**src/rtl/spwr_pkg.sv**
```systemverilog
package spwr_pkg;
  localparam int HALF_W = 64;
  localparam int DATA_W = 2 * HALF_W;

  typedef enum logic { SRC_DMA = 1'b0, SRC_VEC = 1'b1 } src_e;

  // strobes from control to datapath, one cycle each
  typedef struct packed {
    logic [1:0] capLo;      // capture header and low half per source
    logic [1:0] parkLoad;   // completed write goes to its park slot
    logic [1:0] freshPush;  // completed write goes to the queue
    logic       relPush;    // a parked write goes to the queue
    logic       relSel;     // which park slot is released
    logic       pop;        // queue head leaves this cycle
    logic [1:0] rdLoad;     // read request enters its slot
    logic       rdRel;      // a read is issued to the banks
    logic       rdSel;      // which read slot is issued
    logic       rspLoad;    // bank response is steered this cycle
  } spwr_strobe_t;
endpackage

```
**src/rtl/spwr_bankmap.sv**
```systemverilog
module spwr_bankmap #(
  parameter int BANK_W = 3,
  localparam int BANKS = 1 << BANK_W
) (
  input  logic [BANKS*BANKS-1:0] mapMask,
  input  logic [BANK_W-1:0]      vbank,
  output logic [BANK_W-1:0]      pbank
);
  logic [BANKS-1:0] row;

  assign row = mapMask[int'(vbank)*BANKS +: BANKS];

  // descending scan: the lowest set bit is written last and wins
  always_comb begin
    pbank = vbank;
    for (int i = BANKS - 1; i >= 0; i--) begin
      if (row[i]) pbank = BANK_W'(i);
    end
  end
endmodule

```
**src/rtl/spwr_ctrl.sv**
```systemverilog
module spwr_ctrl
  import spwr_pkg::*;
#(
  parameter int BANK_W = 3,
  parameter int TAG_W  = 4,
  parameter int QDEPTH = 8,
  parameter int TDEPTH = 4,
  localparam int BANKS = 1 << BANK_W,
  localparam int QPW   = $clog2(QDEPTH),
  localparam int TPW   = $clog2(TDEPTH)
) (
  input  logic                   clk,
  input  logic                   rstN,
  input  logic [1:0]             wrValid,
  input  logic [1:0]             rdReqValid,
  input  logic [BANKS-1:0]       bankHold,
  input  logic                   bankRspValid,
  input  logic [1:0][BANK_W-1:0] freshBank,
  input  logic [1:0][BANK_W-1:0] parkBank,
  input  logic [1:0][TAG_W-1:0]  parkTag,
  input  logic [1:0][BANK_W-1:0] rdBank,
  input  logic                   rspBusy,
  output spwr_strobe_t           st,
  output logic [QPW-1:0]         qWrPtr,
  output logic [QPW-1:0]         qRdPtr,
  output logic [TPW-1:0]         tagWrPtr,
  output logic [TPW-1:0]         tagRdPtr,
  output logic [1:0]             wrReady,
  output logic [1:0]             rdReady,
  output logic                   bankWrValid,
  output logic                   idle
);
  localparam logic [QPW:0] ACCEPT_MAX  = (QPW+1)'(QDEPTH - 5);
  localparam logic [QPW:0] RELEASE_MAX = (QPW+1)'(QDEPTH - 3);
  localparam logic [TPW:0] TAG_FULL    = (TPW+1)'(TDEPTH);

  logic [1:0]   phaseHi;
  logic [1:0]   parkValid;
  logic [1:0]   rdSlotValid;
  logic [QPW:0] qCount;
  logic [TPW:0] tagCount;
  logic [1:0]   parkCand;
  logic [1:0]   rdCand;
  logic [QPW:0] pushCount;

  always_comb begin
    st = '0;
    for (int s = 0; s < 2; s++) begin
      wrReady[s]      = !phaseHi[s] && !parkValid[s] && (qCount <= ACCEPT_MAX);
      st.capLo[s]     = wrValid[s] && wrReady[s];
      st.freshPush[s] = phaseHi[s] && !bankHold[freshBank[s]];
      st.parkLoad[s]  = phaseHi[s] && bankHold[freshBank[s]];
      parkCand[s]     = parkValid[s] && !bankHold[parkBank[s]];
      rdReady[s]      = !rdSlotValid[s];
      st.rdLoad[s]    = rdReqValid[s] && rdReady[s];
      rdCand[s]       = rdSlotValid[s] && !bankHold[rdBank[s]];
    end
    st.relSel  = parkCand[1] && (!parkCand[0] || (parkTag[1] < parkTag[0]));
    st.relPush = (|parkCand) && (qCount <= RELEASE_MAX);
    st.pop     = (qCount != '0);
    st.rdSel   = !rdCand[0];
    st.rdRel   = st.pop && (|rdCand) && (tagCount < TAG_FULL);
    st.rspLoad = bankRspValid && (tagCount != '0);
    pushCount  = (QPW+1)'(st.relPush) + (QPW+1)'(st.freshPush[0]) + (QPW+1)'(st.freshPush[1]);
  end

  always_ff @(posedge clk or negedge rstN) begin
    if (!rstN) begin
      phaseHi     <= '0;
      parkValid   <= '0;
      rdSlotValid <= '0;
      qCount      <= '0;
      qWrPtr      <= '0;
      qRdPtr      <= '0;
      tagCount    <= '0;
      tagWrPtr    <= '0;
      tagRdPtr    <= '0;
    end else begin
      phaseHi <= st.capLo;
      for (int s = 0; s < 2; s++) begin
        if (st.parkLoad[s]) parkValid[s] <= 1'b1;
        else if (st.relPush && (st.relSel == s[0])) parkValid[s] <= 1'b0;
        if (st.rdLoad[s]) rdSlotValid[s] <= 1'b1;
        else if (st.rdRel && (st.rdSel == s[0])) rdSlotValid[s] <= 1'b0;
      end
      qCount   <= qCount + pushCount - (QPW+1)'(st.pop);
      qWrPtr   <= qWrPtr + QPW'(pushCount);
      qRdPtr   <= qRdPtr + QPW'(st.pop);
      tagCount <= tagCount + (TPW+1)'(st.rdRel) - (TPW+1)'(st.rspLoad);
      tagWrPtr <= tagWrPtr + TPW'(st.rdRel);
      tagRdPtr <= tagRdPtr + TPW'(st.rspLoad);
    end
  end

  assign bankWrValid = st.pop;
  assign idle        = (qCount == '0) && (tagCount == '0) && !rspBusy;
endmodule

```
**src/rtl/spwr_datapath.sv**
```systemverilog
module spwr_datapath
  import spwr_pkg::*;
#(
  parameter int BANK_W = 3,
  parameter int ADDR_W = 12,
  parameter int TAG_W  = 4,
  parameter int QDEPTH = 8,
  parameter int TDEPTH = 4,
  localparam int BANKS   = 1 << BANK_W,
  localparam int QPW     = $clog2(QDEPTH),
  localparam int TPW     = $clog2(TDEPTH),
  localparam int ENTRY_W = BANK_W + ADDR_W + DATA_W
) (
  input  logic                   clk,
  input  logic                   rstN,
  input  spwr_strobe_t           st,
  input  logic [1:0][TAG_W-1:0]  wrTag,
  input  logic [1:0][BANK_W-1:0] wrVbank,
  input  logic [1:0][ADDR_W-1:0] wrAddr,
  input  logic [1:0][HALF_W-1:0] wrHalf,
  input  logic [1:0][BANK_W-1:0] rdVbank,
  input  logic [1:0][ADDR_W-1:0] rdAddr,
  input  logic [BANKS*BANKS-1:0] mapMask,
  input  logic [QPW-1:0]         qWrPtr,
  input  logic [QPW-1:0]         qRdPtr,
  input  logic [TPW-1:0]         tagWrPtr,
  input  logic [TPW-1:0]         tagRdPtr,
  input  logic [DATA_W-1:0]      bankRspData,
  output logic [1:0][BANK_W-1:0] freshBank,
  output logic [1:0][BANK_W-1:0] parkBank,
  output logic [1:0][TAG_W-1:0]  parkTag,
  output logic [1:0][BANK_W-1:0] rdBank,
  output logic [BANK_W-1:0]      bankWrBank,
  output logic [ADDR_W-1:0]      bankWrAddr,
  output logic [DATA_W-1:0]      bankWrData,
  output logic [BANK_W-1:0]      bankRdBank,
  output logic [ADDR_W-1:0]      bankRdAddr,
  output logic [1:0]             rspValid,
  output logic [DATA_W-1:0]      rspData
);
  logic [1:0][TAG_W-1:0]  hdrTag;
  logic [1:0][BANK_W-1:0] hdrVbank;
  logic [1:0][ADDR_W-1:0] hdrAddr;
  logic [1:0][HALF_W-1:0] hdrLo;
  logic [1:0][ENTRY_W-1:0] freshEntry;
  logic [1:0][ENTRY_W-1:0] parkEntry;
  logic [1:0][BANK_W-1:0] rdMapped;
  logic [1:0][ADDR_W-1:0] rdAddrQ;
  logic [ENTRY_W-1:0]     qMem [QDEPTH];
  logic                   tagMem [TDEPTH];
  logic [QPW-1:0]         idxRel, idxDma, idxVec;
  logic [ENTRY_W-1:0]     headEntry;

  for (genvar g = 0; g < 2; g++) begin : g_src
    spwr_bankmap #(.BANK_W(BANK_W)) u_wrMap (
      .mapMask(mapMask), .vbank(hdrVbank[g]), .pbank(freshBank[g]));
    spwr_bankmap #(.BANK_W(BANK_W)) u_rdMap (
      .mapMask(mapMask), .vbank(rdVbank[g]), .pbank(rdMapped[g]));
    assign freshEntry[g] = {freshBank[g], hdrAddr[g], wrHalf[g], hdrLo[g]};
    assign parkBank[g]   = parkEntry[g][ENTRY_W-1 -: BANK_W];
  end

  // storage without reset: headers, park slots, read slots, queue, tags
  always_ff @(posedge clk) begin
    for (int s = 0; s < 2; s++) begin
      if (st.capLo[s]) begin
        hdrTag[s]   <= wrTag[s];
        hdrVbank[s] <= wrVbank[s];
        hdrAddr[s]  <= wrAddr[s];
        hdrLo[s]    <= wrHalf[s];
      end
      if (st.parkLoad[s]) begin
        parkEntry[s] <= freshEntry[s];
        parkTag[s]   <= hdrTag[s];
      end
      if (st.rdLoad[s]) begin
        rdBank[s]  <= rdMapped[s];
        rdAddrQ[s] <= rdAddr[s];
      end
    end
    if (st.relPush)      qMem[idxRel] <= parkEntry[st.relSel];
    if (st.freshPush[0]) qMem[idxDma] <= freshEntry[0];
    if (st.freshPush[1]) qMem[idxVec] <= freshEntry[1];
    if (st.rdRel)        tagMem[tagWrPtr] <= st.rdSel;
    if (st.rspLoad)      rspData <= bankRspData;
  end

  always_comb begin
    idxRel = qWrPtr;
    idxDma = idxRel + QPW'(st.relPush);
    idxVec = idxDma + QPW'(st.freshPush[0]);
  end

  always_ff @(posedge clk or negedge rstN) begin
    if (!rstN) rspValid <= '0;
    else begin
      rspValid[SRC_DMA] <= st.rspLoad && (tagMem[tagRdPtr] == SRC_DMA);
      rspValid[SRC_VEC] <= st.rspLoad && (tagMem[tagRdPtr] == SRC_VEC);
    end
  end

  assign headEntry  = qMem[qRdPtr];
  assign bankWrBank = headEntry[ENTRY_W-1 -: BANK_W];
  assign bankWrAddr = headEntry[DATA_W +: ADDR_W];
  assign bankWrData = headEntry[DATA_W-1:0];
  assign bankRdBank = rdBank[st.rdSel];
  assign bankRdAddr = rdAddrQ[st.rdSel];
endmodule

```
**src/rtl/spwr_router.sv**
```systemverilog
module spwr_router
  import spwr_pkg::*;
#(
  parameter int BANK_W = 3,
  parameter int ADDR_W = 12,
  parameter int TAG_W  = 4,
  parameter int QDEPTH = 8,
  parameter int TDEPTH = 4,
  localparam int BANKS = 1 << BANK_W,
  localparam int QPW   = $clog2(QDEPTH),
  localparam int TPW   = $clog2(TDEPTH)
) (
  input  logic                   clk,
  input  logic                   rstN,
  input  logic                   dmaWrValid,
  input  logic [TAG_W-1:0]       dmaWrTag,
  input  logic [BANK_W-1:0]      dmaWrBank,
  input  logic [ADDR_W-1:0]      dmaWrAddr,
  input  logic [HALF_W-1:0]      dmaWrHalf,
  output logic                   dmaWrReady,
  input  logic                   vecWrValid,
  input  logic [TAG_W-1:0]       vecWrTag,
  input  logic [BANK_W-1:0]      vecWrBank,
  input  logic [ADDR_W-1:0]      vecWrAddr,
  input  logic [HALF_W-1:0]      vecWrHalf,
  output logic                   vecWrReady,
  input  logic                   dmaRdValid,
  input  logic [BANK_W-1:0]      dmaRdBank,
  input  logic [ADDR_W-1:0]      dmaRdAddr,
  output logic                   dmaRdReady,
  input  logic                   vecRdValid,
  input  logic [BANK_W-1:0]      vecRdBank,
  input  logic [ADDR_W-1:0]      vecRdAddr,
  output logic                   vecRdReady,
  input  logic [BANKS*BANKS-1:0] mapMask,
  input  logic [BANKS-1:0]       bankHold,
  output logic                   bankWrValid,
  output logic [BANK_W-1:0]      bankWrBank,
  output logic [ADDR_W-1:0]      bankWrAddr,
  output logic [DATA_W-1:0]      bankWrData,
  output logic                   bankRdValid,
  output logic [BANK_W-1:0]      bankRdBank,
  output logic [ADDR_W-1:0]      bankRdAddr,
  input  logic                   bankRspValid,
  input  logic [DATA_W-1:0]      bankRspData,
  output logic                   dmaRspValid,
  output logic [DATA_W-1:0]      dmaRspData,
  output logic                   vecRspValid,
  output logic [DATA_W-1:0]      vecRspData,
  output logic                   idle
);
  spwr_strobe_t           st;
  logic [QPW-1:0]         qWrPtr, qRdPtr;
  logic [TPW-1:0]         tagWrPtr, tagRdPtr;
  logic [1:0]             wrReady, rdReady, rspValid;
  logic [1:0][BANK_W-1:0] freshBank, parkBank, rdBank;
  logic [1:0][TAG_W-1:0]  parkTag;
  logic [DATA_W-1:0]      rspData;

  spwr_ctrl #(.BANK_W(BANK_W), .TAG_W(TAG_W), .QDEPTH(QDEPTH), .TDEPTH(TDEPTH)) u_ctrl (
    .clk(clk), .rstN(rstN),
    .wrValid({vecWrValid, dmaWrValid}), .rdReqValid({vecRdValid, dmaRdValid}),
    .bankHold(bankHold), .bankRspValid(bankRspValid),
    .freshBank(freshBank), .parkBank(parkBank), .parkTag(parkTag), .rdBank(rdBank),
    .rspBusy(|rspValid), .st(st),
    .qWrPtr(qWrPtr), .qRdPtr(qRdPtr), .tagWrPtr(tagWrPtr), .tagRdPtr(tagRdPtr),
    .wrReady(wrReady), .rdReady(rdReady), .bankWrValid(bankWrValid), .idle(idle));

  spwr_datapath #(.BANK_W(BANK_W), .ADDR_W(ADDR_W), .TAG_W(TAG_W),
                  .QDEPTH(QDEPTH), .TDEPTH(TDEPTH)) u_dp (
    .clk(clk), .rstN(rstN), .st(st),
    .wrTag({vecWrTag, dmaWrTag}), .wrVbank({vecWrBank, dmaWrBank}),
    .wrAddr({vecWrAddr, dmaWrAddr}), .wrHalf({vecWrHalf, dmaWrHalf}),
    .rdVbank({vecRdBank, dmaRdBank}), .rdAddr({vecRdAddr, dmaRdAddr}),
    .mapMask(mapMask),
    .qWrPtr(qWrPtr), .qRdPtr(qRdPtr), .tagWrPtr(tagWrPtr), .tagRdPtr(tagRdPtr),
    .bankRspData(bankRspData),
    .freshBank(freshBank), .parkBank(parkBank), .parkTag(parkTag), .rdBank(rdBank),
    .bankWrBank(bankWrBank), .bankWrAddr(bankWrAddr), .bankWrData(bankWrData),
    .bankRdBank(bankRdBank), .bankRdAddr(bankRdAddr),
    .rspValid(rspValid), .rspData(rspData));

  assign dmaWrReady  = wrReady[SRC_DMA];
  assign vecWrReady  = wrReady[SRC_VEC];
  assign dmaRdReady  = rdReady[SRC_DMA];
  assign vecRdReady  = rdReady[SRC_VEC];
  assign bankRdValid = st.rdRel;
  assign dmaRspValid = rspValid[SRC_DMA];
  assign vecRspValid = rspValid[SRC_VEC];
  assign dmaRspData  = rspData;
  assign vecRspData  = rspData;
endmodule

```
**config.mk**
```make
export PLATFORM = sky130hd
export DESIGN_NAME = spwr_router
export DESIGN_NICKNAME = d
export VERILOG_FILES = /design/src/rtl/spwr_pkg.sv /design/src/rtl/spwr_bankmap.sv /design/src/rtl/spwr_ctrl.sv /design/src/rtl/spwr_datapath.sv /design/src/rtl/spwr_router.sv
export SDC_FILE = /design/constraint.sdc
export NUM_CORES = 2
export LEC_CHECK = 0
export BUFFER_PORTS_ARGS = -buffer_cell sky130_fd_sc_hd__buf_2
export CAP_MARGIN = 0
export CORE_ASPECT_RATIO = 0.75
export CORE_UTILIZATION = 55
export CTS_BUF_LIST = sky130_fd_sc_hd__clkbuf_8
export DETAILED_ROUTE_END_ITERATION = 6
export GPL_TIMING_DRIVEN = 0
export MAX_ROUTING_LAYER = met4
export PLACE_DENSITY_LB_ADDON = 0.3
export RECOVER_POWER = 50
export SLEW_MARGIN = 25
export SYNTH_ARGS = -nofsm -noshare
export SYNTH_HDL_FRONTEND = slang
export SYNTH_SLANG_ARGS = --single-unit
```
**constraint.sdc**
```tcl
create_clock -name clk -period 20.4 [get_ports clk]
set_input_delay 4.08 -clock clk [delete_from_list [all_inputs] [get_ports clk]]
set_output_delay 4.08 -clock clk [all_outputs]
set_load 0.03 [all_outputs]
```
== Yosys cells after proc, flatten, opt, wreduce, memory -nomap -nowiden ==
Memory sizes are Yosys's and may differ from the RTL's.
Index checks and enable logic that the tools add are counted.

* Memories: 2
* Word-level logic and storage cells: 189
* Output and inout port bits: 423
* Bits in latches: 0
* Bits in read-only memories: 0
* Bits of input ports: 403
* Bits in registers: 643
* Memory bits (writable): 1148

{| class="wikitable"
|+ Memory list
! name !! depth !! bits a word !! rd ports !! clocked after Yosys merged registers in !! write ports !! line !! RTL
|-
| u_dp.qMem || 8 || 143 || 1 || 0 || 3 || spwr_datapath.sv:49 || <nowiki>logic [ENTRY_W-1:0] qMem [QDEPTH];</nowiki>
|-
| u_dp.tagMem || 4 || 1 || 1 || 0 || 1 || spwr_datapath.sv:50 || <nowiki>logic tagMem [TDEPTH];</nowiki>
|}

* Shift-type cells: 4
* Bitwise logic cells: 2
* Add/subtract/negate cells: 12
* Magnitude comparators: 12
* Divide/modulo/power cells: 0
* Multiply operators: 0
* Reductions and logical operators: 60
* Multiplexer cells: 64
* Equal/unequal tests: 0

{| class="wikitable"
|+ Operators by type and width
! kind !! count
|-
| two-way mux 143 bit || 2
|-
| variable part select 64 x 7 -> 8 bit || 4
|-
| two-way mux 3 bit || 26
|-
| logical AND 1 bit || 29
|-
| < comparator 3 x 4 -> 1 bit (second input constant) || 6
|-
| two-way mux 1 bit || 24
|-
| two-way mux 12 bit || 2
|-
| binary-select mux 1 bit (select 3 bit) || 6
|-
| logical NOT 1 bit || 15
|-
| adder 3 x 1 -> 3 bit || 4
|-
| OR reduction 2 bit || 5
|-
| two-way mux 2 bit || 4
|-
| nonzero test 2 bit || 4
|-
| OR reduction 4 bit || 2
|-
| adder 2 x 1 -> 2 bit || 2
|-
| adder 4 x 1 -> 4 bit || 1
|-
| adder 4 bit || 1
|-
| <= comparator 4 x 2 -> 1 bit (second input constant) || 1
|-
| <= comparator 4 x 3 -> 1 bit (second input constant) || 1
|-
| logical NOT 4 bit || 1
|-
| < comparator 1 x 2 -> 1 bit (second input constant) || 2
|-
| < comparator 4 bit || 1
|-
| nonzero test 4 bit || 1
|-
| subtractor 4 x 1 -> 4 bit || 1
|-
| other kinds (8) || 9
|}

== Depth between registers and ports, before layout ==
* Depth in word-level cells: 17
* Gate-level depth with buffers: 24
* Gate-level depth less buffers: 17

== By module ==
From an unflattened synthesis, not the netlist that was laid out.

* Cell total of the unflattened synthesis: 8764
* Area total of the unflattened synthesis: 101384.7 um^2

{| class="wikitable"
|+ Modules (own cells, without submodules)
! module !! sequential area each (um^2) !! times used !! cells an instance !! area each (um^2)
|-
| spwr_datapath || 53080.9 || 1 || 8333 || 96456.3
|-
| spwr_bankmap || 0.0 || 4 || 42 || 581.8
|-
| spwr_ctrl || 575.6 || 1 || 134 || 1634.1
|-
| spwr_router || 0.0 || 1 || 129 || 967.2
|}

== Worst setup path before layout ==
OpenSTA, ideal clock, no wires.

* Path type: input-to-reg
* Start point: input port mapMask[63]
* End point: memory u_dp.qMem[5][0] (netlist name), enable pin
* Data required time: 18.847 ns
* Buffers on the path: 4
* Slack: 7.023 ns
* Stages on the path: 20
* Library setup time: 1.553 ns
* Data arrival time: 11.823 ns
* Cells stage by stage: mux4_2 mux2_2 o221ai_1 a31oi_2 or3_1 and3_1 clkbuf_1 nor4_2 nor2b_1 ha_1 ha_1 xnor2_1 inv_1 nand2_1 nor2_1 o21ai_0 buf_2 buf_2 clkbuf_1 nand3b_1

{| class="wikitable"
|+ RTL lines
! item !! line !! RTL
|-
| from (decl) || spwr_router.sv:35 || <nowiki>input logic [BANKS*BANKS-1:0] mapMask,</nowiki>
|-
| to (decl) || spwr_datapath.sv:49 ||
|}

==> impl_results.html <==
<table>
<tr><th>Metric</th><th>Value</th></tr>
<tr><th colspan="2">Run status</th></tr>
<tr><td>Status</td><td>complete, but fails checks</td></tr>
<tr><td>Violations in the final reports</td><td>design-rule violations, max-capacitance violations, max-slew violations</td></tr>
<tr><th colspan="2">Timing</th></tr>
<tr><td>Count of pins over their slew limit</td><td>834</td></tr>
<tr><td>Final setup violation count</td><td>0</td></tr>
<tr><td>Peak clock frequency supported by timing</td><td>66.2 MHz</td></tr>
<tr><td>Hold Vio Cnt, Final</td><td>0</td></tr>
<tr><td>Worst relative slew slack</td><td>-227%</td></tr>
<tr><td>Setup repair after global routing missed its margin</td><td>no</td></tr>
<tr><td>Period utilization</td><td>74.0%</td></tr>
<tr><td>Post-route worst hold slack</td><td>0.406 ns</td></tr>
<tr><td>Worst-margin pin slew</td><td>4.90 ns</td></tr>
<tr><td>Post-route clock skew</td><td>0.0842 ns</td></tr>
<tr><td>Final critical path time including I/O delays and setup</td><td>between 15 and 20 ns</td></tr>
<tr><th colspan="2">Die</th></tr>
<tr><td>Std cell rows</td><td>130</td></tr>
<tr><td>Effective utilization at floorplan</td><td>~55%</td></tr>
<tr><td>Die height</td><td>~360 um</td></tr>
<tr><td>Horizontal die dimension</td><td>between 400 and 500 um</td></tr>
<tr><td>Core Area</td><td>~0.17 mm^2</td></tr>
<tr><td>Top-level I/O count</td><td>826</td></tr>
<tr><td>Area enclosed by the die boundary</td><td>between 0.15 and 0.2 mm^2</td></tr>
<tr><th colspan="2">CTS</th></tr>
<tr><td>Root cell of the clock tree</td><td>clkbuf_8</td></tr>
<tr><td>Register clock-pin slew on the reported worst setup and hold paths</td><td>roughly 0.07 ns</td></tr>
<tr><td>Buffer depth of the longest clock path</td><td>4</td></tr>
<tr><td>Total setup buffers inserted after CTS</td><td>0</td></tr>
<tr><td>Clock insertion delay at the later pin of the skew report</td><td>1.08 ns</td></tr>
<tr><td>Clock H-tree levels</td><td>5</td></tr>
<tr><td>CTS Buf Count</td><td>300</td></tr>
<tr><td>TritonCTS sink count</td><td>between 1500 and 2000</td></tr>
<tr><td>Clock tree from TritonCTS</td><td>built</td></tr>
<tr><td>Number of gates resized after CTS</td><td>0</td></tr>
<tr><td>Cts-stage hold buffer count</td><td>0</td></tr>
<tr><th colspan="2">Min path</th></tr>
<tr><td>Worst hold path stage count</td><td>0</td></tr>
<tr><td>Worst min-delay path category</td><td>flip-flop to flip-flop</td></tr>
<tr><th colspan="2">Power</th></tr>
<tr><td>Power density relative to cell area</td><td>142 mW/mm^2</td></tr>
<tr><td>Static leakage power</td><td>~43 nW</td></tr>
<tr><td>Highest ir drop seen on vdd</td><td>0.104 mV</td></tr>
<tr><th colspan="2">Final layout</th></tr>
<tr><td>Nets</td><td>7825</td></tr>
<tr><td>Layout Area Growth over Synthesis</td><td>14.6%</td></tr>
<tr><td>Ratio of cells with drive above 1 in the final layout</td><td>about a quarter</td></tr>
<tr><td>Final core utilization</td><td>63.5%</td></tr>
<tr><td>Post-Layout Inst Area</td><td>~0.11 mm^2</td></tr>
<tr><th colspan="2">Routing</th></tr>
<tr><td>DRC violations left</td><td>4</td></tr>
<tr><td>Routed via count divided by cell count</td><td>between 7 and 8</td></tr>
<tr><td>Count of antenna-violating nets left after detailed routing</td><td>0</td></tr>
<tr><td>Number of iterations in the first detailed-routing pass</td><td>7</td></tr>
<tr><td>Average wire per standard cell</td><td>approximately 41 um</td></tr>
<tr><td>Drt total wl</td><td>407 mm</td></tr>
<tr><td>Number of vias after detailed routing</td><td>about 74000</td></tr>
<tr><td>Violation count after the first detailed-routing iteration</td><td>16500</td></tr>
<tr><th colspan="2">Placement</th></tr>
<tr><td>Placed standard-cell area</td><td>roughly 0.1 mm^2</td></tr>
<tr><td>DP HPWL</td><td>slightly below 300 mm</td></tr>
<tr><td>Routability congestion estimate from global placement</td><td>slightly above 1</td></tr>
<tr><td>I/O Buffers</td><td>around 820</td></tr>
<tr><th colspan="2">Logic synthesis</th></tr>
<tr><td>Top cell type's share of synthesized area</td><td>57.2%</td></tr>
<tr><td>Main flop type after synthesis</td><td>edfxtp_1</td></tr>
<tr><td>Sequential-to-total area share from yosys stat</td><td>57.8%</td></tr>
<tr><td>Syn_nets</td><td>roughly 6500</td></tr>
<tr><td>Most common cell in the netlist</td><td>edfxtp_1</td></tr>
<tr><td>EDFF count, synth</td><td>about 1800</td></tr>
<tr><td>Synthesized area</td><td>between 0.09 and 0.1 mm^2</td></tr>
<tr><td>Top cells by instance count after synthesis</td><td>1766 x edfxtp_1, 1192 x mux2i_1, 584 x o22ai_1, 560 x o32ai_1, 345 x mux4_2</td></tr>
<tr><td>Post-synthesis register bit count</td><td>1791</td></tr>
<tr><td>Post-Syn Instances</td><td>6118</td></tr>
<tr><td>Share of synthesized flip-flops with an asynchronous set or reset</td><td>1.40%</td></tr>
<tr><td>Average size of a mapped cell</td><td>around 15 um^2</td></tr>
<tr><td>Yosys warns</td><td>0</td></tr>
<tr><td>Distinct cell type count after synthesis</td><td>71</td></tr>
<tr><td>Dominant cell type by area after synthesis</td><td>edfxtp_1</td></tr>
<tr><td>Top area cells in the synthesized netlist</td><td>edfxtp_1 57%, mux2i_1 13%, mux4_2 8.4%</td></tr>
<tr><th colspan="2">Setup path</th></tr>
<tr><td>Largest driver fanout on the critical path</td><td>34</td></tr>
<tr><td>Category of the most critical setup path</td><td>input port to flip-flop</td></tr>
<tr><td>Launching element type of the critical path</td><td>input port</td></tr>
<tr><td>Arrival @ worst endpoint</td><td>~16 ns</td></tr>
<tr><td>Endpoint type of the worst setup path</td><td>flip-flop</td></tr>
<tr><td>Path depth of the worst reg2reg path</td><td>13</td></tr>
<tr><td>Data required time at the worst endpoint</td><td>21.01 ns</td></tr>
<tr><th colspan="2">Global routing</th></tr>
<tr><td>Antenna violations before repair</td><td>80</td></tr>
<tr><td>Total congestion overflow after global routing</td><td>0</td></tr>
<tr><td>Maximum number of pins on one net before global-route repair</td><td>80</td></tr>
<tr><td>All-Layer GR Usage</td><td>~48%</td></tr>
<tr><td>Number of global-route vias before repair</td><td>70200</td></tr>
<tr><td>Wire length of the first global-routing pass</td><td>~550 mm</td></tr>
<tr><th colspan="2">Run</th></tr>
<tr><td>Max cap viols</td><td>37</td></tr>
</table>
==> area by class of cell <==
class / instances / area, um^2
antenna: 87 / 218
timing repair buffer: 974 / 5330
fill: 12400 / 61200
clock inverter: 197 / 925
sequential: 1791 / 53700
tap: 2244 / 2810
clock buffer: 310 / 4270
inverter: 180 / 677
buffer: 706 / 3530
multi-input combinational: 3441 / 34900
==> state kept, by name, summed over array words and instances, names as in the netlist, 4 cells and up <==
| signal | cells |
|---|---|
| u_dp.rdBank | 6 |
| u_dp.parkTag | 8 |
| u_dp.parkBank | 6 |
| u_ctrl.qCount | 4 |
| u_dp.hdrTag | 8 |
| u_dp.parkEntry | 280 |
| u_dp.rspData | 128 |
| u_dp.tagMem | 4 |
| u_dp.freshEntry | 152 |
| u_dp.rdAddrQ | 24 |
| u_dp.qMem | 1144 |
| u_dp.hdrVbank | 6 |
==> stage by stage <==
stage	setup slack (ns)	total power, mW	std cells	setup TNS (ns)
3_5_place_dp	7.22	11.9	9335	0
3_3_place_gp	-0.233	11.8	9181	-66.13
5_1_grt	5.47	15.3	9909	0
6_report	5.30	15.1	9930	0
2_1_floorplan	7.02	9.19	6118	0
4_1_cts	8.31	14.8	9842	0
==> placed cells by master (no fill, tap or decap), types with 6 or more instances in the layout <==
cell        count
clkinvlp_4      7
diode_2        87
nor2b_1        12
nand2_1        40
nor3_1         12
nor2_1         27
inv_1         259
a21oi_1        14
buf_2         479
mux2_2        301
xor2_1          6
o22ai_1       584
ha_1           24
nand3b_1       11
nand2b_1      147
buf_4         145
buf_8          29
clkinv_2       31
clkbuf_2       37
o21ai_0        14
clkbuf_8      310
xnor2_1         7
mux4_2        345
edfxtp_1     1766
buf_1          16
a41oi_4         8
buf_6         107
clkbuf_1      843
mux2i_1      1192
dfrtp_1        25
o32ai_1       560
mux2_1         15
clkinv_1       70
or3_1          11
nand3_1        25
clkbuf_4       16
==> logic make-up (layout without fill, tap and decap cells) <==
logic type | count (synthesis) | after routing | share of synthesized area (%)
other | 0 | 87 | 0
DFF | 1791 | 1791 | 57.8
and+or+nand+nor | 316 | 316 | 1.95
AOI/OAI and AO/OA | 1230 | 1230 | 10.1
muxes | 1854 | 1854 | 25.1
buffers and inverters | 886 | 2367 | 4.52
adders and majority gates | 28 | 28 | 0.410
xor gates and xnor gates | 13 | 13 | 0.123
==> routing by layer <==
| layer | share of wire [%] | GRT usage (%) | wire [um] | up-vias |
|---|---|---|---|---|
| li1 | - | - | - | 28000 |
| met1 | 36 | 62.7 | 145000 | 36100 |
| met2 | 41 | 63.9 | 166000 | 8207 |
| met3 | 18 | 21.4 | 73300 | 1715 |
| met4 | 5.8 | 22.0 | 23500 | 0 |
| met5 | 0 | - | 0 | - |
==> report_power, final <==
group,switching [mW],internal [mW],leakage (nW),total (mW)
clock network,1.54,1.45,2.97,3.00
logic,4.89,2.08,23.4,6.97
registers,0.237,4.88,16.4,5.11
total,6.66,8.41,42.7,15.1
==> worst max-delay path: stages <==
cell and delay, ns:
clkbuf_1 0.12, mux4_2 0.47, mux2_1 0.41, o221ai_1 0.39, a31oi_1 0.31, nor2_1 0.61
inv_1 0.27, mux2_1 0.47, nor4_1 1.25, and2_0 1.47, clkbuf_1 1.87, clkbuf_1 2.17
clkbuf_1 1.72
==> worst paths after layout <==
path / endpoint / startpoint / slack, ns
min reg2reg: u_dp.parkTag[3] / u_dp.hdrTag[3] / 0.41
max: u_dp.parkEntry[88] / mapMask[63] / 5.30
max reg2reg: u_dp.parkEntry[88] / u_dp.hdrVbank[0] / 7.94
max in group asynchronous: u_ctrl.parkValid[1] / rstN / 15.88
min: u_dp.parkTag[3] / u_dp.hdrTag[3] / 0.41
min in group asynchronous: u_ctrl.qRdPtr[1] / rstN / 3.49
Power figures use the tool's default switching activity.
